File: src/rtl/premac_pkg.sv
package premac_pkg;
  localparam int SHIFT_W = 4;

  typedef struct packed {
    logic               neg_a;
    logic               neg_c;
    logic [SHIFT_W-1:0] c_shift;
    logic               sub;
    logic               load;
    logic               from_casc;
  } op_ctrl_t;
endpackage

File: src/rtl/premac_prefilter.sv
module premac_prefilter #(
  parameter int A_W = 18,
  parameter int B_W = 18
) (
  input  logic [A_W-1:0] a_raw,
  input  logic [B_W-1:0] b_raw,
  output logic [A_W-1:0] a_filt,
  output logic [B_W-1:0] b_filt
);
  // Filtering position kept as a straight bypass.
  assign a_filt = a_raw;
  assign b_filt = b_raw;
endmodule

File: src/rtl/premac_in_stage.sv
module premac_in_stage
  import premac_pkg::*;
#(
  parameter int A_W = 18,
  parameter int B_W = 18,
  parameter int C_W = 18
) (
  input  logic           clk,
  input  logic           rst,
  input  logic           v_in,
  input  logic [A_W-1:0] a_in,
  input  logic [B_W-1:0] b_in,
  input  logic [C_W-1:0] c_in,
  input  op_ctrl_t       ctrl_in,
  output logic           v_q,
  output logic [A_W-1:0] a_q,
  output logic [B_W-1:0] b_q,
  output logic [C_W-1:0] c_q,
  output op_ctrl_t       ctrl_q
);
  logic [A_W-1:0] a_f;
  logic [B_W-1:0] b_f;

  premac_prefilter #(.A_W(A_W), .B_W(B_W)) u_pf (
    .a_raw(a_in), .b_raw(b_in), .a_filt(a_f), .b_filt(b_f)
  );

  always_ff @(posedge clk) begin
    if (rst) begin
      v_q    <= 1'b0;
      a_q    <= '0;
      b_q    <= '0;
      c_q    <= '0;
      ctrl_q <= '0;
    end else begin
      v_q <= v_in;
      if (v_in) begin
        a_q    <= a_f;
        b_q    <= b_f;
        c_q    <= c_in;
        ctrl_q <= ctrl_in;
      end
    end
  end

  // operands pass the bypassed prefilter unchanged
  a_r1_bypass_a: assert property (@(posedge clk) disable iff (rst)
    v_in |=> (a_q == $past(a_in)) && (b_q == $past(b_in)));
endmodule

File: src/rtl/premac_mult_stage.sv
module premac_mult_stage
  import premac_pkg::*;
#(
  parameter int A_W   = 18,
  parameter int B_W   = 18,
  parameter int C_W   = 18,
  parameter int ACC_W = 48
) (
  input  logic             clk,
  input  logic             rst,
  input  logic             v_in,
  input  logic [A_W-1:0]   a,
  input  logic [B_W-1:0]   b,
  input  logic [C_W-1:0]   c,
  input  op_ctrl_t         ctrl_in,
  output logic             v_q,
  output logic [ACC_W-1:0] prod_q,
  output op_ctrl_t         ctrl_q
);
  localparam int MAX_SH = (1 << SHIFT_W) - 1;
  localparam int WIDE   = (A_W > C_W + MAX_SH) ? A_W : C_W + MAX_SH;
  localparam int PS_W   = WIDE + 2;

  generate
    if (ACC_W < PS_W || ACC_W < B_W) begin : g_bad_width
      $error("premac_mult_stage: ACC_W too narrow for the pre-sum");
    end
  endgenerate

  logic signed [PS_W-1:0]  a_ext, c_ext, a_term, c_term, presum;
  logic signed [ACC_W-1:0] ps_wide, b_wide, prod_full;

  always_comb begin
    a_ext   = {{(PS_W-A_W){a[A_W-1]}}, a};
    c_ext   = {{(PS_W-C_W){c[C_W-1]}}, c};
    c_ext   = c_ext <<< ctrl_in.c_shift;
    a_term  = ctrl_in.neg_a ? -a_ext : a_ext;
    c_term  = ctrl_in.neg_c ? -c_ext : c_ext;
    presum  = a_term + c_term;
    ps_wide = {{(ACC_W-PS_W){presum[PS_W-1]}}, presum};
    b_wide  = {{(ACC_W-B_W){b[B_W-1]}}, b};
    prod_full = ps_wide * b_wide;
  end

  always_ff @(posedge clk) begin
    if (rst) begin
      v_q    <= 1'b0;
      prod_q <= '0;
      ctrl_q <= '0;
    end else begin
      v_q <= v_in;
      if (v_in) begin
        prod_q <= prod_full;
        ctrl_q <= ctrl_in;
      end
    end
  end

  // a zero multiplier operand yields a zero product
  a_r1_zero_b: assert property (@(posedge clk) disable iff (rst)
    (v_in && b == '0) |=> (prod_q == '0));
  // unshifted, unnegated, zero C: pre-sum is A alone
  a_r3_plain_presum: assert property (@(posedge clk) disable iff (rst)
    (v_in && c == '0 && !ctrl_in.neg_a) |-> (presum == a_ext));
endmodule

File: src/rtl/premac_acc_stage.sv
module premac_acc_stage
  import premac_pkg::*;
#(
  parameter int ACC_W = 48
) (
  input  logic             clk,
  input  logic             rst,
  input  logic             v_in,
  input  logic [ACC_W-1:0] prod,
  input  op_ctrl_t         ctrl_in,
  input  logic [ACC_W-1:0] casc_in,
  output logic [ACC_W-1:0] acc_q,
  output logic             v_q
);
  logic [ACC_W-1:0] base, acc_next;

  always_comb begin
    if (ctrl_in.load) base = ctrl_in.from_casc ? casc_in : '0;
    else              base = acc_q;
    acc_next = ctrl_in.sub ? base - prod : base + prod;
  end

  always_ff @(posedge clk) begin
    if (rst) begin
      acc_q <= '0;
      v_q   <= 1'b0;
    end else begin
      v_q <= v_in;
      if (v_in) acc_q <= acc_next;
    end
  end

  // accumulator holds when nothing completes
  a_r6_hold: assert property (@(posedge clk) disable iff (rst)
    !v_in |=> $stable(acc_q));
  // loading zero with a zero product leaves zero
  a_r5_load_zero: assert property (@(posedge clk) disable iff (rst)
    (v_in && ctrl_in.load && !ctrl_in.from_casc && prod == '0) |=> (acc_q == '0));
  // reset clears the state
  a_r9_reset: assert property (@(posedge clk)
    rst |=> (acc_q == '0) && !v_q);
endmodule

File: src/rtl/premac_slice.sv
module premac_slice
  import premac_pkg::*;
#(
  parameter int A_W   = 18,
  parameter int B_W   = 18,
  parameter int C_W   = 18,
  parameter int ACC_W = 48
) (
  input  logic               clk,
  input  logic               rst,
  input  logic               in_valid,
  input  logic [A_W-1:0]     a_in,
  input  logic [B_W-1:0]     b_in,
  input  logic [C_W-1:0]     c_in,
  input  logic               neg_a,
  input  logic               neg_c,
  input  logic [SHIFT_W-1:0] c_shift,
  input  logic               sub,
  input  logic               load,
  input  logic               casc_sel,
  input  logic [ACC_W-1:0]   casc_in,
  output logic [ACC_W-1:0]   acc_out,
  output logic               out_valid,
  output logic [ACC_W-1:0]   casc_out
);
  op_ctrl_t         ctrl_in, ctrl_s1, ctrl_s2;
  logic             v_s1, v_s2;
  logic [A_W-1:0]   a_s1;
  logic [B_W-1:0]   b_s1;
  logic [C_W-1:0]   c_s1;
  logic [ACC_W-1:0] prod_s2, acc_q;

  always_comb begin
    ctrl_in.neg_a     = neg_a;
    ctrl_in.neg_c     = neg_c;
    ctrl_in.c_shift   = c_shift;
    ctrl_in.sub       = sub;
    ctrl_in.load      = load;
    ctrl_in.from_casc = casc_sel;
  end

  premac_in_stage #(.A_W(A_W), .B_W(B_W), .C_W(C_W)) u_in (
    .clk(clk), .rst(rst), .v_in(in_valid), .a_in(a_in), .b_in(b_in),
    .c_in(c_in), .ctrl_in(ctrl_in), .v_q(v_s1), .a_q(a_s1), .b_q(b_s1),
    .c_q(c_s1), .ctrl_q(ctrl_s1)
  );

  premac_mult_stage #(.A_W(A_W), .B_W(B_W), .C_W(C_W), .ACC_W(ACC_W)) u_mul (
    .clk(clk), .rst(rst), .v_in(v_s1), .a(a_s1), .b(b_s1), .c(c_s1),
    .ctrl_in(ctrl_s1), .v_q(v_s2), .prod_q(prod_s2), .ctrl_q(ctrl_s2)
  );

  premac_acc_stage #(.ACC_W(ACC_W)) u_acc (
    .clk(clk), .rst(rst), .v_in(v_s2), .prod(prod_s2), .ctrl_in(ctrl_s2),
    .casc_in(casc_in), .acc_q(acc_q), .v_q(out_valid)
  );

  assign acc_out  = acc_q;
  assign casc_out = acc_q;

  // result valid follows the accepted operand by three edges
  a_r6_latency: assert property (@(posedge clk) disable iff (rst)
    v_s2 |=> out_valid);
  a_r6_no_spurious: assert property (@(posedge clk) disable iff (rst)
    !v_s2 |=> !out_valid);
endmodule

File: config.mk
export PLATFORM = sky130hd
export DESIGN_NAME = premac_slice
export DESIGN_NICKNAME = d
export VERILOG_FILES = /design/src/rtl/premac_pkg.sv /design/src/rtl/premac_prefilter.sv /design/src/rtl/premac_in_stage.sv /design/src/rtl/premac_mult_stage.sv /design/src/rtl/premac_acc_stage.sv /design/src/rtl/premac_slice.sv
export SDC_FILE = /design/constraint.sdc
export NUM_CORES = 2
export LEC_CHECK = 0
export BUFFER_PORTS_ARGS = -buffer_cell sky130_fd_sc_hd__clkbuf_2
export CAP_MARGIN = 20
export CORE_UTILIZATION = 52
export DETAILED_ROUTE_END_ITERATION = 8
export PLACE_DENSITY_LB_ADDON = 0.12
export RECOVER_POWER = 100
export SYNTH_ARGS = -nofsm -noshare
export SYNTH_HDL_FRONTEND = slang
export SYNTH_SLANG_ARGS = --single-unit
export TNS_END_PERCENT = 100
File: constraint.sdc
create_clock -name clk -period 10.65 [get_ports clk]
set_input_delay 0 -clock clk [delete_from_list [all_inputs] [get_ports clk]]
set_output_delay 0 -clock clk [all_outputs]
set_load 0.01 [all_outputs]
==> metrics.csv <==
stage,metric,value,unit
grt,vias in the first global route,29600,
layout,Final Instance Area,0.0417,mm²
status,failing checks,"max-capacitance violations, max-slew violations, negative setup slack",
grt,GRT Util Overall,28.8,%
cts,CTS root buffer,clkbuf_16,
power,Logic pwr share,89.7,%
cts,clock sinks,165,
floorplanning,die width,260,µm
setup_path,Worst path max stage delay,0.58,ns
placement,hpwl dp,72.9,mm
synthesis,Synth Cell Area,0.0345,mm²
cts,clk buf depth,2,
timing,hold violation count in the final report,0,
timing,Max Fclk,92.0,MHz
detailed_routing,1st-iter DRT viols,1671,
floorplanning,num rows,94,
grt,GRT overflow,0,
layout,P&R area growth vs syn,20.9,%
synthesis,synth unique cells,89,
layout,# diodes,0,
grt,first-pass GRT wire length,154,mm
cts,htree depth,4,
placement,GP Congestion,0.924,
power,Pwr Total,0.0144,W
synthesis,Yosys reg bits,165,
detailed_routing,ANT nets after route,0,
floorplanning,# IOs,211,
grt,M2 GR Usage,48.9,%
synthesis,Post-Syn Nets,4991,
timing,relative slew slack,-153,%
placement,Placed Area,0.0389,mm²
power,power density over cell area,344,mW/mm²
layout,most frequent cells in the layout,"666 x inv_1, 543 x fa_1, 489 x nand2_1",
setup_path,Setup crit end kind,flop,
power,Int Pwr,0.00731,W
placement,PortBufs,210,
layout,share of cells above drive strength 1,19.0,%
cts,Worst-Skew Late Latency,0.51,ns
floorplanning,initial core utilization,52.5,%
timing,skew final,0.0261,ns
status,outcome,finished with violations,
cts,Worst-path clk slew,0.07,ns
setup_path,CP Class,reg -> reg,
timing,Slew @ Worst Pin,3.79,ns
detailed_routing,# DRC,0,
setup_path,CP max-delay cell,fa_1,
setup_path,worst-path maximum fanout,7,
setup_path,most frequent CP cell,fa_1,
power,Clock Power Share,4.6,%
grt,routing usage on met3,3.87,%
timing,hold slack,0.00884,ns
layout,Nets,5534,
synthesis,"Avg Cell Area, Syn",8.39,µm²
grt,initial antenna violation count,0,
timing,"Slew Viols, Final",183,
floorplanning,die area,0.0674,mm²
power,switch share,49.1,%
grt,met1 GRT Util,39.0,%
detailed_routing,DR vias/cell,5.26,
layout,"commonest non-fill, non-tap cell in the layout",inv_1,
setup_path,startpoint types,flop,
synthesis,ys flop type,dfxtp_1,
min_path,Hold Path Class,in -> reg,
timing,Final min period,10.86,ns
synthesis,Synth async-reset ratio,0,%
power,Sequential Power Share,5.7,%
synthesis,sequential element share of the synthesized area,9.58,%
timing,Final Setup Violations,3,
timing,Final period util,102,%
setup_path,Worst Path Arrival,11.21,ns
power,Net Switching,0.00704,W
grt,largest net degree at the start of global routing,98,
power,maximum VDD drop,395,µV
synthesis,Mapped Cells,4112,
placement,cell count after placement,5353,
flow_run,maxcap violations,4,
layout,"Core Util, Final",63.4,%
floorplanning,Die Span Y,260,µm
timing,final setup margin,-0.214,ns
floorplanning,core area,0.0657,mm²
detailed_routing,TritonRoute pass-1 iters,6,
detailed_routing,routed length per placed instance,17.1,µm
layout,Final Non-Filler Cells,5532,
power,P_leak,20.1,nW
detailed_routing,Post-Route WL,94.6,mm
setup_path,CP required,11.00,ns
timing,RSZ-0062 raised after global routing,true,
synthesis,Synth warnings,0,
detailed_routing,vias,29100,
synthesis,"EDFF count, synth",0,
cts,CTS tree,yes,
grt,layer carrying the most global-route usage,met2,
cts,CTS Buf Count,17,
## sequential cells by signal (all words and copies together) (netlist names)
signal        count
u_in.a_q         18
u_in.v_q          1
u_acc.acc_q      48
u_in.b_q         18
u_acc.v_q         1
u_mul.ctrl_q      3
u_mul.v_q         1
u_in.ctrl_q       9
u_in.c_q         18
u_mul.prod_q     48
## power groups by stage
stage	Clock (W)	Sequential (W)	Combinational [W]
after detailed placement	0	0.000834	0.0113
after global placement	0	0.000833	0.0111
after floorplan	0	0.000783	0.00732
after CTS	0.000675	0.000820	0.0121
after global routing	0.000699	0.000835	0.0144
final	0.000658	0.000821	0.0129
## stage by stage
step	worst slack [ns]	setup TNS [ns]
2_1_floorplan	0.00382	0
5_1_grt	-0.673	-5.59
3_3_place_gp	-0.405	-1.10
4_1_cts	-0.259	-0.429
3_5_place_dp	-0.598	-2.88
6_report	-0.214	-0.497
## timing repair
action,4_1_cts,5_1_grt
endpoints found under the setup margin,12,20
resized for setup,134,116
hold buffers,77,0
buffers inserted,45,28
gates cloned,1,0
hold endpoints to repair,65,0
pin swaps,111,114
## worst max-delay path, delay by kind of cell (launching register included)
kind / cells / cell delay (ns)
flip-flops: 1 / 0.38
AO/OA/AOI/OAI: 11 / 1.78
AND/OR/NAND/NOR: 11 / 2.47
multiplexers: 2 / 0.63
buffers and inverters: 12 / 1.30
XOR/XNOR: 3 / 0.44
adder cells (fa/ha/maj): 8 / 3.71
## cells in the mapped netlist (68+ instances only)
master    number  share of area (%)
inv_1        687                7.5
and2_1       250                4.5
ha_1         205                7.4
nand2_1      499                5.4
o21ai_0      124                1.8
xnor2_1      174                4.4
dfxtp_1      165                9.6
mux2i_1      167                4.8
a21o_1        68                1.5
nor2_1       268                2.9
fa_1         560                 33
a21oi_1      164                2.4
clkbuf_1     175                1.9
## path summary, 6_finish.rpt
kind,from,cells past startpoint,end,slack [ns]
setup / recovery,u_in.ctrl_q[4],47,u_mul.prod_q[45],-0.21
hold / removal,rst,2,u_mul.prod_q[41],0.009
setup reg to reg,u_in.ctrl_q[4],47,u_mul.prod_q[45],-0.21
hold reg to reg,u_acc.acc_q[39],2,u_acc.acc_q[39],0.50
## cells by family (layout without fill, tap and decap cells)
family,count (synthesis),in the layout,share of synthesized area [%]
buf+inv,941,1496,10.8
mux,196,196,6.32
flops,165,165,9.58
xor+xnor,219,219,5.66
fa+ha+maj,765,765,39.9
simple gates,1265,1265,17.4
compound gates,561,562,10.3
## cell type report
class                      instances  area [µm²]
timing repair buffer             777        5600
sequential                       165        3330
inverter                         687        2580
clock inverter                    15         155
multi-input combinational       3007       28500
fill                            5863       24100
tap                              864        1080
clock buffer                      17         425
## per-layer routing
layer | vias to the layer above | part of all wire, %
li1 | 14000 | -
met1 | 14200 | 45
met2 | 790 | 48
met3 | 109 | 5.4
met4 | 0 | 1.8
met5 | - | 0
Note: power is estimated with default switching activity, not from simulation.
